**src/rtl/ppc_pkg.sv**
```systemverilog
package ppc_pkg;

  // Strobes from the control side to the counting datapath
  typedef struct packed {
    logic discard;  // selector changed or synchroniser still settling
    logic rise;     // qualified rising edge of the synchronised input
    logic fall;     // qualified falling edge of the synchronised input
  } ppc_strobe_t;

endpackage

```
**src/rtl/ppc_ctrl.sv**
```systemverilog
module ppc_ctrl
  import ppc_pkg::*;
#(
  parameter int SEL_W       = 3,
  parameter int SYNC_STAGES = 2
) (
  input  logic                   clk,
  input  logic                   rstN,
  input  logic [SEL_W-1:0]       srcSel,
  input  logic [(1<<SEL_W)-1:0]  srcIn,
  output ppc_strobe_t            strobe
);

  localparam int SETTLE   = SYNC_STAGES + 1;
  localparam int SETTLE_W = $clog2(SETTLE + 1);

  logic                   selBit;
  logic [SYNC_STAGES-1:0] syncPipe;
  logic                   syncQ;
  logic                   prevQ;
  logic [SEL_W-1:0]       prevSel;
  logic [SETTLE_W-1:0]    settleCnt;
  logic                   selChange;
  logic                   settling;

  assign selBit = srcIn[srcSel];

  // Synchroniser chain, one flop per stage
  genvar gi;
  generate
    for (gi = 0; gi < SYNC_STAGES; gi++) begin : g_sync
      if (gi == 0) begin : g_first
        always_ff @(posedge clk) begin
          if (!rstN) syncPipe[0] <= 1'b0;
          else       syncPipe[0] <= selBit;
        end
      end else begin : g_rest
        always_ff @(posedge clk) begin
          if (!rstN) syncPipe[gi] <= 1'b0;
          else       syncPipe[gi] <= syncPipe[gi-1];
        end
      end
    end
  endgenerate

  assign syncQ = syncPipe[SYNC_STAGES-1];

  always_ff @(posedge clk) begin
    if (!rstN) begin
      prevQ   <= 1'b0;
      prevSel <= '0;
    end else begin
      prevQ   <= syncQ;
      prevSel <= srcSel;
    end
  end

  assign selChange = (srcSel != prevSel);
  assign settling  = (settleCnt != '0);

  // Hold off edge detection until the pipe carries only the new source
  always_ff @(posedge clk) begin
    if (!rstN)          settleCnt <= '0;
    else if (selChange) settleCnt <= SETTLE_W'(SETTLE);
    else if (settling)  settleCnt <= settleCnt - 1'b1;
  end

  always_comb begin
    strobe.discard = selChange | settling;
    strobe.rise    = ~strobe.discard & syncQ & ~prevQ;
    strobe.fall    = ~strobe.discard & ~syncQ & prevQ;
  end

endmodule

```
**src/rtl/ppc_datapath.sv**
```systemverilog
module ppc_datapath
  import ppc_pkg::*;
#(
  parameter int CNT_W = 32
) (
  input  logic             clk,
  input  logic             rstN,
  input  ppc_strobe_t      strobe,
  output logic [CNT_W-1:0] lowLen,
  output logic [CNT_W-1:0] highLen,
  output logic [CNT_W-1:0] sinceEdge
);

  logic [CNT_W-1:0] edgeCnt;
  logic [CNT_W-1:0] satInc;
  logic             armed;
  logic             anyEdge;

  assign satInc  = (edgeCnt == '1) ? edgeCnt : edgeCnt + 1'b1;
  assign anyEdge = strobe.rise | strobe.fall;

  always_ff @(posedge clk) begin
    if (!rstN) begin
      edgeCnt <= '0;
      armed   <= 1'b0;
    end else if (strobe.discard) begin
      edgeCnt <= '0;
      armed   <= 1'b0;
    end else if (anyEdge) begin
      edgeCnt <= '0;
      armed   <= 1'b1;
    end else begin
      edgeCnt <= satInc;
    end
  end

  // The phase that just ended counts the edge cycle itself, hence satInc
  always_ff @(posedge clk) begin
    if (!rstN) begin
      lowLen  <= '0;
      highLen <= '0;
    end else if (armed) begin
      if (strobe.rise) lowLen  <= satInc;
      if (strobe.fall) highLen <= satInc;
    end
  end

  assign sinceEdge = edgeCnt;

endmodule

```
**src/rtl/pulse_period_capture.sv**
```systemverilog
module pulse_period_capture
  import ppc_pkg::*;
#(
  parameter int SEL_W       = 3,
  parameter int CNT_W       = 32,
  parameter int SYNC_STAGES = 2
) (
  input  logic                  clk,
  input  logic                  rstN,
  input  logic [SEL_W-1:0]      srcSel,
  input  logic [(1<<SEL_W)-1:0] srcIn,
  output logic [CNT_W-1:0]      lowLen,
  output logic [CNT_W-1:0]      highLen,
  output logic [CNT_W-1:0]      sinceEdge
);

  ppc_strobe_t strobe;

  ppc_ctrl #(
    .SEL_W      (SEL_W),
    .SYNC_STAGES(SYNC_STAGES)
  ) uCtrl (
    .clk   (clk),
    .rstN  (rstN),
    .srcSel(srcSel),
    .srcIn (srcIn),
    .strobe(strobe)
  );

  ppc_datapath #(
    .CNT_W(CNT_W)
  ) uPath (
    .clk      (clk),
    .rstN     (rstN),
    .strobe   (strobe),
    .lowLen   (lowLen),
    .highLen  (highLen),
    .sinceEdge(sinceEdge)
  );

endmodule

```
**config.mk**
```make
export PLATFORM = sky130hd
export DESIGN_NAME = pulse_period_capture
export DESIGN_NICKNAME = d
export VERILOG_FILES = /design/src/rtl/ppc_pkg.sv /design/src/rtl/ppc_ctrl.sv /design/src/rtl/ppc_datapath.sv /design/src/rtl/pulse_period_capture.sv
export SDC_FILE = /design/constraint.sdc
export NUM_CORES = 1
export LEC_CHECK = 0
export BUFFER_PORTS_ARGS = -buffer_cell sky130_fd_sc_hd__buf_2
export CELL_PAD_IN_SITES_DETAIL_PLACEMENT = 0
export CELL_PAD_IN_SITES_GLOBAL_PLACEMENT = 2
export CORE_AREA = 2 2 143 103
export DETAILED_ROUTE_END_ITERATION = 8
export DIE_AREA = 0 0 145 105
export PLACE_DENSITY_LB_ADDON = 0.12
export SLEW_MARGIN = 25
export SYNTH_ARGS = -nofsm -noshare
export SYNTH_HDL_FRONTEND = slang
export SYNTH_SLANG_ARGS = --single-unit
```
**constraint.sdc**
```tcl
create_clock -name clk -period 3.7 [get_ports clk]
set_clock_uncertainty 0.2 [all_clocks]
set_input_delay 0.74 -clock clk [delete_from_list [all_inputs] [get_ports clk]]
set_output_delay 0.74 -clock clk [all_outputs]
set_load 0.01 [all_outputs]
```
==> impl_metrics.yaml, run 1 <==
cells_and_area:
  drive_above_1_share_pct: 24.3
  multi_input_area_um2: 2350
  fin_area_um2: 5590
  syn_to_final_growth_pct: 20.9
  finalNetCount: 631
  n_fill_cell: 1399
  diodes: 0
  final_core_util_pct: 40.7
  seqCellArea_um2: 2100
synth:
  synthArstFlopShare_pct: 0
  synth-edff-count: 0
  syn_avg_cell_area_um2: 8.78
  yosysTopAreaCell: "dfxtp_1"
  yosysSeqAreaShare_pct: 45.5
  yosysWarnings: 0
  synthesis.area_um2: 4620
  synthTopCellsByArea: "dfxtp_1 (45%), o21ai_0 (7.3%), a21oi_1 (4.3%)"
  synth_ff_type: "dfxtp_1"
  synth_cell_types: 49
  syn-num-nets: 542
  synth_top_area_share_pct: 45.5
  ys_ff_latch: 105
  synthCells: 527
  yosysMostFrequentCell: "dfxtp_1"
  synth_common_cells: "dfxtp_1 (105), o21ai_0 (67), a21oi_1 (40)"
timing:
  drv_slew: 0
  worst_pin_slew_ns: 0.742
  report.final.setup_viol: 0
  grt_setup_unrepaired: "no"
  min_period_ns: 2.85
  fmax_mhz: 350
  setup_ws_ns: 0.847
  period_share_pct: 77.1
  relSlewSlack_pct: 50.1
  hold_viol: 0
  fin_setup_tns_ns: 0
routing:
  antenna_left: 0
  vias: 4402
  drtPass1Iterations: 5
  drt-total-wl_um: 14700
  route.detailed.drc: 0
  drt_iter0_drc: 266
  wl_per_cell_um: 18.1
  viasPerCell: 5.43
clock_network:
  h-tree-depth: 3
  cts_tree: "yes"
  cts-root-buf: "clkbuf_16"
  cts_resized: 0
  cts_buffers: 9
  clkTransAtPathRegs_ns: 0.07
  clock_sinks: 105
  clk_latency_ns: 0.35
  postCtsHoldBufs: 0
  cts_setup_buffers: 0
  cts_max_path_buffers: 2
floorplan:
  die_area_um2: 15200
  initial_core_util_pct: 33.7
  io_pins: 109
  fp.dieW_um: 145
  rows: 36
  coreArea_um2: 13700
  dieHeight_um: 105
power_and_ir_drop:
  switchingPower_w: 0.000491
  internal_power_w: 0.00162
  cellPowerDensity_nw_per_um2: 377
  power_frac_comb_pct: 2.7
  cellLeakagePower_nw: 2.12
  ir_drop_mv: 0.215
  clkPwrFrac_pct: 43.4
  seqPwrFrac_pct: 53.9
  finalPower_w: 0.00211
  p_sw_share_pct: 23.3
worst_setup_path:
  end_kind: "flip-flop"
  start_kind: "flip-flop"
  worst-path-buf-inv: 0
  critPathMaxStageDelay_ns: 0.68
  critical_path_class: "flip-flop to flip-flop"
  critPathRequiredTime_ns: 3.78
  arrival_ns: 2.93
  cp_slowest_cell: "nor4_1"
  critical_path.top_delay_family: "simple AND/OR/NAND/NOR gates"
  crit_path_cell_trace: "nand3_2 -> nor4_1 -> nand2_1 -> or4_1 -> a31oi_1"
  cp_max_fo: 12
worst_hold_path:
  hp-class: "flip-flop to flip-flop"
placement:
  dpl-instance-area_um2: 5310
  dp_hpwl_um: 10400
  port_buffers: 108
  post-place-ws_ns: 0.847
  place_congestion: 0.836
run_status:
  status: "finished, final reports clean"
global_routing:
  grt_max_degree: 55
  grt_pass1_wl_um: 23400
  grt_usage_pct: 19.4
  grt_pass1_vias: 4215
  antenna_found_initial: 0
  grt-ovfl-total: 0
flow_run:
  maxCapViolations: 0
==> registers in the layout, indices dropped and copies added, names as in the netlist <==
signal	count
uPath.highLen	32
uPath.lowLen	32
uPath.sinceEdge	32
uCtrl.prevSel	3
uCtrl.settleCnt	2
uCtrl.prevQ	1
uCtrl.syncPipe	1
uCtrl.syncQ	1
uPath.armed	1
==> power groups by stage <==
stage | clock network (W) | logic [W] | registers [W]
6_report | 0.000915 | 0.0000562 | 0.00114
5_1_grt | 0.000980 | 0.0000631 | 0.00114
3_5_place_dp | 0 | 0.0000575 | 0.00116
3_3_place_gp | 0 | 0.0000555 | 0.00116
2_1_floorplan | 0 | 0.0000356 | 0.00116
4_1_cts | 0.000947 | 0.0000574 | 0.00114
==> final cells by class <==
cell class / instances / area share, %
clock buffers: 9 / 4.03
clock inverters: 7 / 0.984
inverters: 7 / 0.470
multi-input cells: 377 / 41.9
flip-flops and latches: 105 / 37.6
well taps: 190 / 4.25
repair buffers: 116 / 10.7
==> cells in the final DEF (no fill, tap or decap), types with 2 or more instances in the layout <==
cell type / instances
and4_1: 8
a21oi_1: 40
o311ai_1: 3
xnor2_1: 8
mux2i_1: 5
nor4_4: 4
o31ai_1: 4
nand4_1: 13
inv_1: 7
or3_1: 10
nor2_1: 33
buf_4: 8
a31oi_1: 6
nand3_1: 28
nand4b_1: 2
clkinvlp_4: 2
o2111ai_1: 4
clkbuf_16: 9
and2_1: 9
nor3_1: 28
xor2_1: 12
mux4_2: 2
or4_1: 8
nand2_1: 27
and3_1: 7
ha_1: 2
a211oi_2: 2
a211oi_1: 8
a311o_1: 2
o21ai_0: 67
buf_2: 108
inv_6: 2
clkinv_4: 2
dfxtp_1: 105
a311oi_1: 7
or4_4: 2
o211ai_1: 2
nor4_1: 10
==> logic make-up after synthesis <==
group / Yosys count / synth area share [%]
XOR/XNOR: 20 / 3.79
adder cells (fa/ha/maj): 2 / 0.541
AND/OR/NAND/NOR: 197 / 24.4
multiplexers: 8 / 2.30
flip-flops: 105 / 45.5
AO/OA/AOI/OAI: 150 / 19.4
buffers and inverters: 45 / 4.19
==> final timing paths <==
kind / to / slack, ns / cells past startpoint / from
worst max-delay path: uPath.lowLen[19] / 0.85 / 5 / uPath.sinceEdge[2]
worst min-delay path: uCtrl.syncQ / 0.24 / 1 / uCtrl.syncPipe[0]
worst max register to register: uPath.lowLen[19] / 0.85 / 5 / uPath.sinceEdge[2]
worst min register to register: uCtrl.syncQ / 0.24 / 1 / uCtrl.syncPipe[0]
==> stage by stage <==
stage          std cells  hold slack, ns
3_3_place_gp         795           0.216
6_report             811           0.239
5_1_grt              811           0.266
4_1_cts              811           0.241
2_1_floorplan        527           0.212
3_5_place_dp         795           0.220
==> routing by layer <==
metal	up-vias	routed length [um]	track usage, %
met5	-	0	0
met4	0	90	4.46
met3	7	834	4.67
met2	121	6460	29.1
met1	2126	7330	27.9
li1	2148	-	-
Note: power is estimated with default switching activity, not from simulation.
==> inputs of run 2 (changes only) <==
--- a/config.mk
+++ b/config.mk
@@ -8,9 +8,9 @@
 export BUFFER_PORTS_ARGS = -buffer_cell sky130_fd_sc_hd__buf_2
 export CELL_PAD_IN_SITES_DETAIL_PLACEMENT = 0
 export CELL_PAD_IN_SITES_GLOBAL_PLACEMENT = 2
-export CORE_AREA = 2 2 143 103
+export CORE_AREA = 2 2 157 113
 export DETAILED_ROUTE_END_ITERATION = 8
-export DIE_AREA = 0 0 145 105
+export DIE_AREA = 0 0 159 115
 export PLACE_DENSITY_LB_ADDON = 0.12
 export SLEW_MARGIN = 25
 export SYNTH_ARGS = -nofsm -noshare
==> constraint.sdc (replaced) <==
create_clock -name clk -period 2.3 [get_ports clk]
set_clock_uncertainty 0.2 [all_clocks]
set_input_delay 0.46 -clock clk [delete_from_list [all_inputs] [get_ports clk]]
set_output_delay 0.46 -clock clk [all_outputs]
set_load 0.01 [all_outputs]
==> run 2 against run 1 <==
Effect of this change: sequential power up 61%; count of clock-buffer cells in the layout up 2; hold slack worse by 0.084 ns; utilization down 1.7 points; register-to-register slack worse by 0.88 ns; via count up 6.7%; the flow now finishes with violations (setup timing); setup slack worse by 0.88 ns.
==> impl_metrics.yaml, run 2 (synthesized netlist as in run 1, its figures left out) <==
placement:
  post-place-ws_ns: -0.109
  dp.cells: 919
  dp_hpwl_um: 12200
  port_buffers: 108
  place_congestion: 0.835
  dpl-instance-area_um2: 6070
clock_network:
  cts_tree: "yes"
  h-tree-depth: 3
  cts_buffers: 9
  cts-root-buf: "clkbuf_16"
  postCtsHoldBufs: 0
  clkTransAtPathRegs_ns: 0.07
  clk_latency_ns: 0.36
  cts_max_path_buffers: 2
  clock_sinks: 105
cells_and_area:
  instances_no_fill: 939
  drive_above_1_share_pct: 38.0
  diodes: 0
  final_core_util_pct: 39.0
  layout_common_cells: "buf_2 (108), dfxtp_1 (98), buf_4 (90)"
  fin_area_um2: 6560
  layout_commonest_cell: "buf_2"
  syn_to_final_growth_pct: 41.9
  finalNetCount: 718
worst_hold_path:
  hp-class: "primary input to flip-flop"
  whs_endpoint: "uCtrl.prevSel[1]"
  holdPathStages: 2
  min-delay-start: "srcSel[1]"
timing:
  hold_viol: 0
  setup_ws_ns: -0.0309
  fin_setup_tns_ns: -0.0665
  period_share_pct: 101
  report.final.setup_viol: 4
  drv_slew: 0
  worst_pin_slew_ns: 0.593
  min_period_ns: 2.33
  relSlewSlack_pct: 60.4
  grt_setup_unrepaired: "yes"
  fmax_mhz: 429
floorplan:
  die_area_um2: 18300
  initial_core_util_pct: 27.5
  coreArea_um2: 16800
  dieHeight_um: 115
  rows: 40
  fp.dieW_um: 159
  io_pins: 109
run_status:
  violations: "setup timing"
  status: "finished, violations left"
flow_run:
  maxCapViolations: 0
routing:
  drt-total-wl_um: 16600
  route.detailed.drc: 0
  route.met3.wl_um: 667
  drt_iter0_drc: 318
  vias: 4696
  route.met2.wl_um: 6950
  wl_per_cell_um: 17.7
  drtPass1Iterations: 4
  met1_length_um: 8810
  viasPerCell: 5.00
  antenna_left: 0
  routed.top_layer: "met4"
power_and_ir_drop:
  cellPowerDensity_nw_per_um2: 560
  ir_drop_mv: 0.309
  cellLeakagePower_nw: 2.59
global_routing:
  antenna_found_initial: 0
  grt_max_degree: 54
  grt_pass1_vias: 4474
  grt_pass1_wl_um: 26000
  grt-ovfl-total: 0
  grt_usage_pct: 18.4
worst_setup_path:
  end_kind: "flip-flop"
  reg2reg_slack_ns: -0.03
  critPathRequiredTime_ns: 2.34
  critical_path_class: "flip-flop to flip-flop"
  reg2reg_depth: 7
  r2r_start: "uPath.sinceEdge[21]"
  cp_max_fo: 14
  r2r-end: "uPath.lowLen[3]"
  arrival_ns: 2.37
  start_kind: "flip-flop"
[run 2: changes by cell type in the layout (fill, tap and decap cells not counted), moves of 3 or more]
cell	delta
a311oi_1	-3
a311oi_2	+3
buf_12	+4
buf_4	+82
dfxtp_1	-7
dfxtp_2	+6
nor4_1	-3
nor4_2	+3
o311ai_1	-3
[run 2: metal layers]
layer,track usage (%),up-vias
met1,26.8,2259
met4,4.06,0
li1,-,2319
met3,4.15,12
met5,0,-
met2,27.7,106
[run 2: repair_timing]
action                                  in CTS  in global routing
endpoints found under the setup margin      18                 60
gates resized for setup                      3                 24
buffers inserted                             2                  2
pin swaps                                    0                  2
[run 2: report_power, final]
part	switching (W)	internal, W
logic	0.0000652	0.0000505
clock network	0.000720	0.00101
registers	0.00000469	0.00182
[run 2: metrics by stage]
| stage | power, W | hold slack, ns |
|---|---|---|
| floorplan | 0.00193 | 0.212 |
| global placement | 0.00199 | 0.224 |
| detailed placement | 0.00199 | 0.232 |
| CTS | 0.00372 | 0.141 |
| global route | 0.00382 | 0.155 |
| finish | 0.00368 | 0.155 |
[run 2: final cells by class]
class	count	area, um2
fill	1782	10300
multi-input combinational	377	2490
sequential	105	2110
timing repair buffer	203	1310
tap	231	289
clock buffer	11	253
clock inverter	5	77.6
inverter	7	26.3
[run 2: worst max-delay path, cell delays in order (launching register included)]
cell,delay (ns)
dfxtp_2,0.33
nand4_1,0.13
or4_4,0.67
buf_4,0.19
o311ai_2,0.30
xor2_1,0.17
buf_4,0.14
a21oi_1,0.06
[run 2: worst max-delay path by stage]
stage,startpoint,end,slack [ns],depth (start not counted)
final,uPath.sinceEdge[21],uPath.lowLen[3],-0.03,7
after global routing,uPath.sinceEdge[21],uPath.lowLen[3],-0.13,7
after CTS,uPath.sinceEdge[13],uPath.lowLen[25],-0.03,5
after detailed placement,srcSel[2],uPath.lowLen[9],-0.11,6
after global placement,srcSel[2],uPath.lowLen[9],-0.13,6
after floorplan,uPath.sinceEdge[7],uPath.lowLen[2],0.004,7
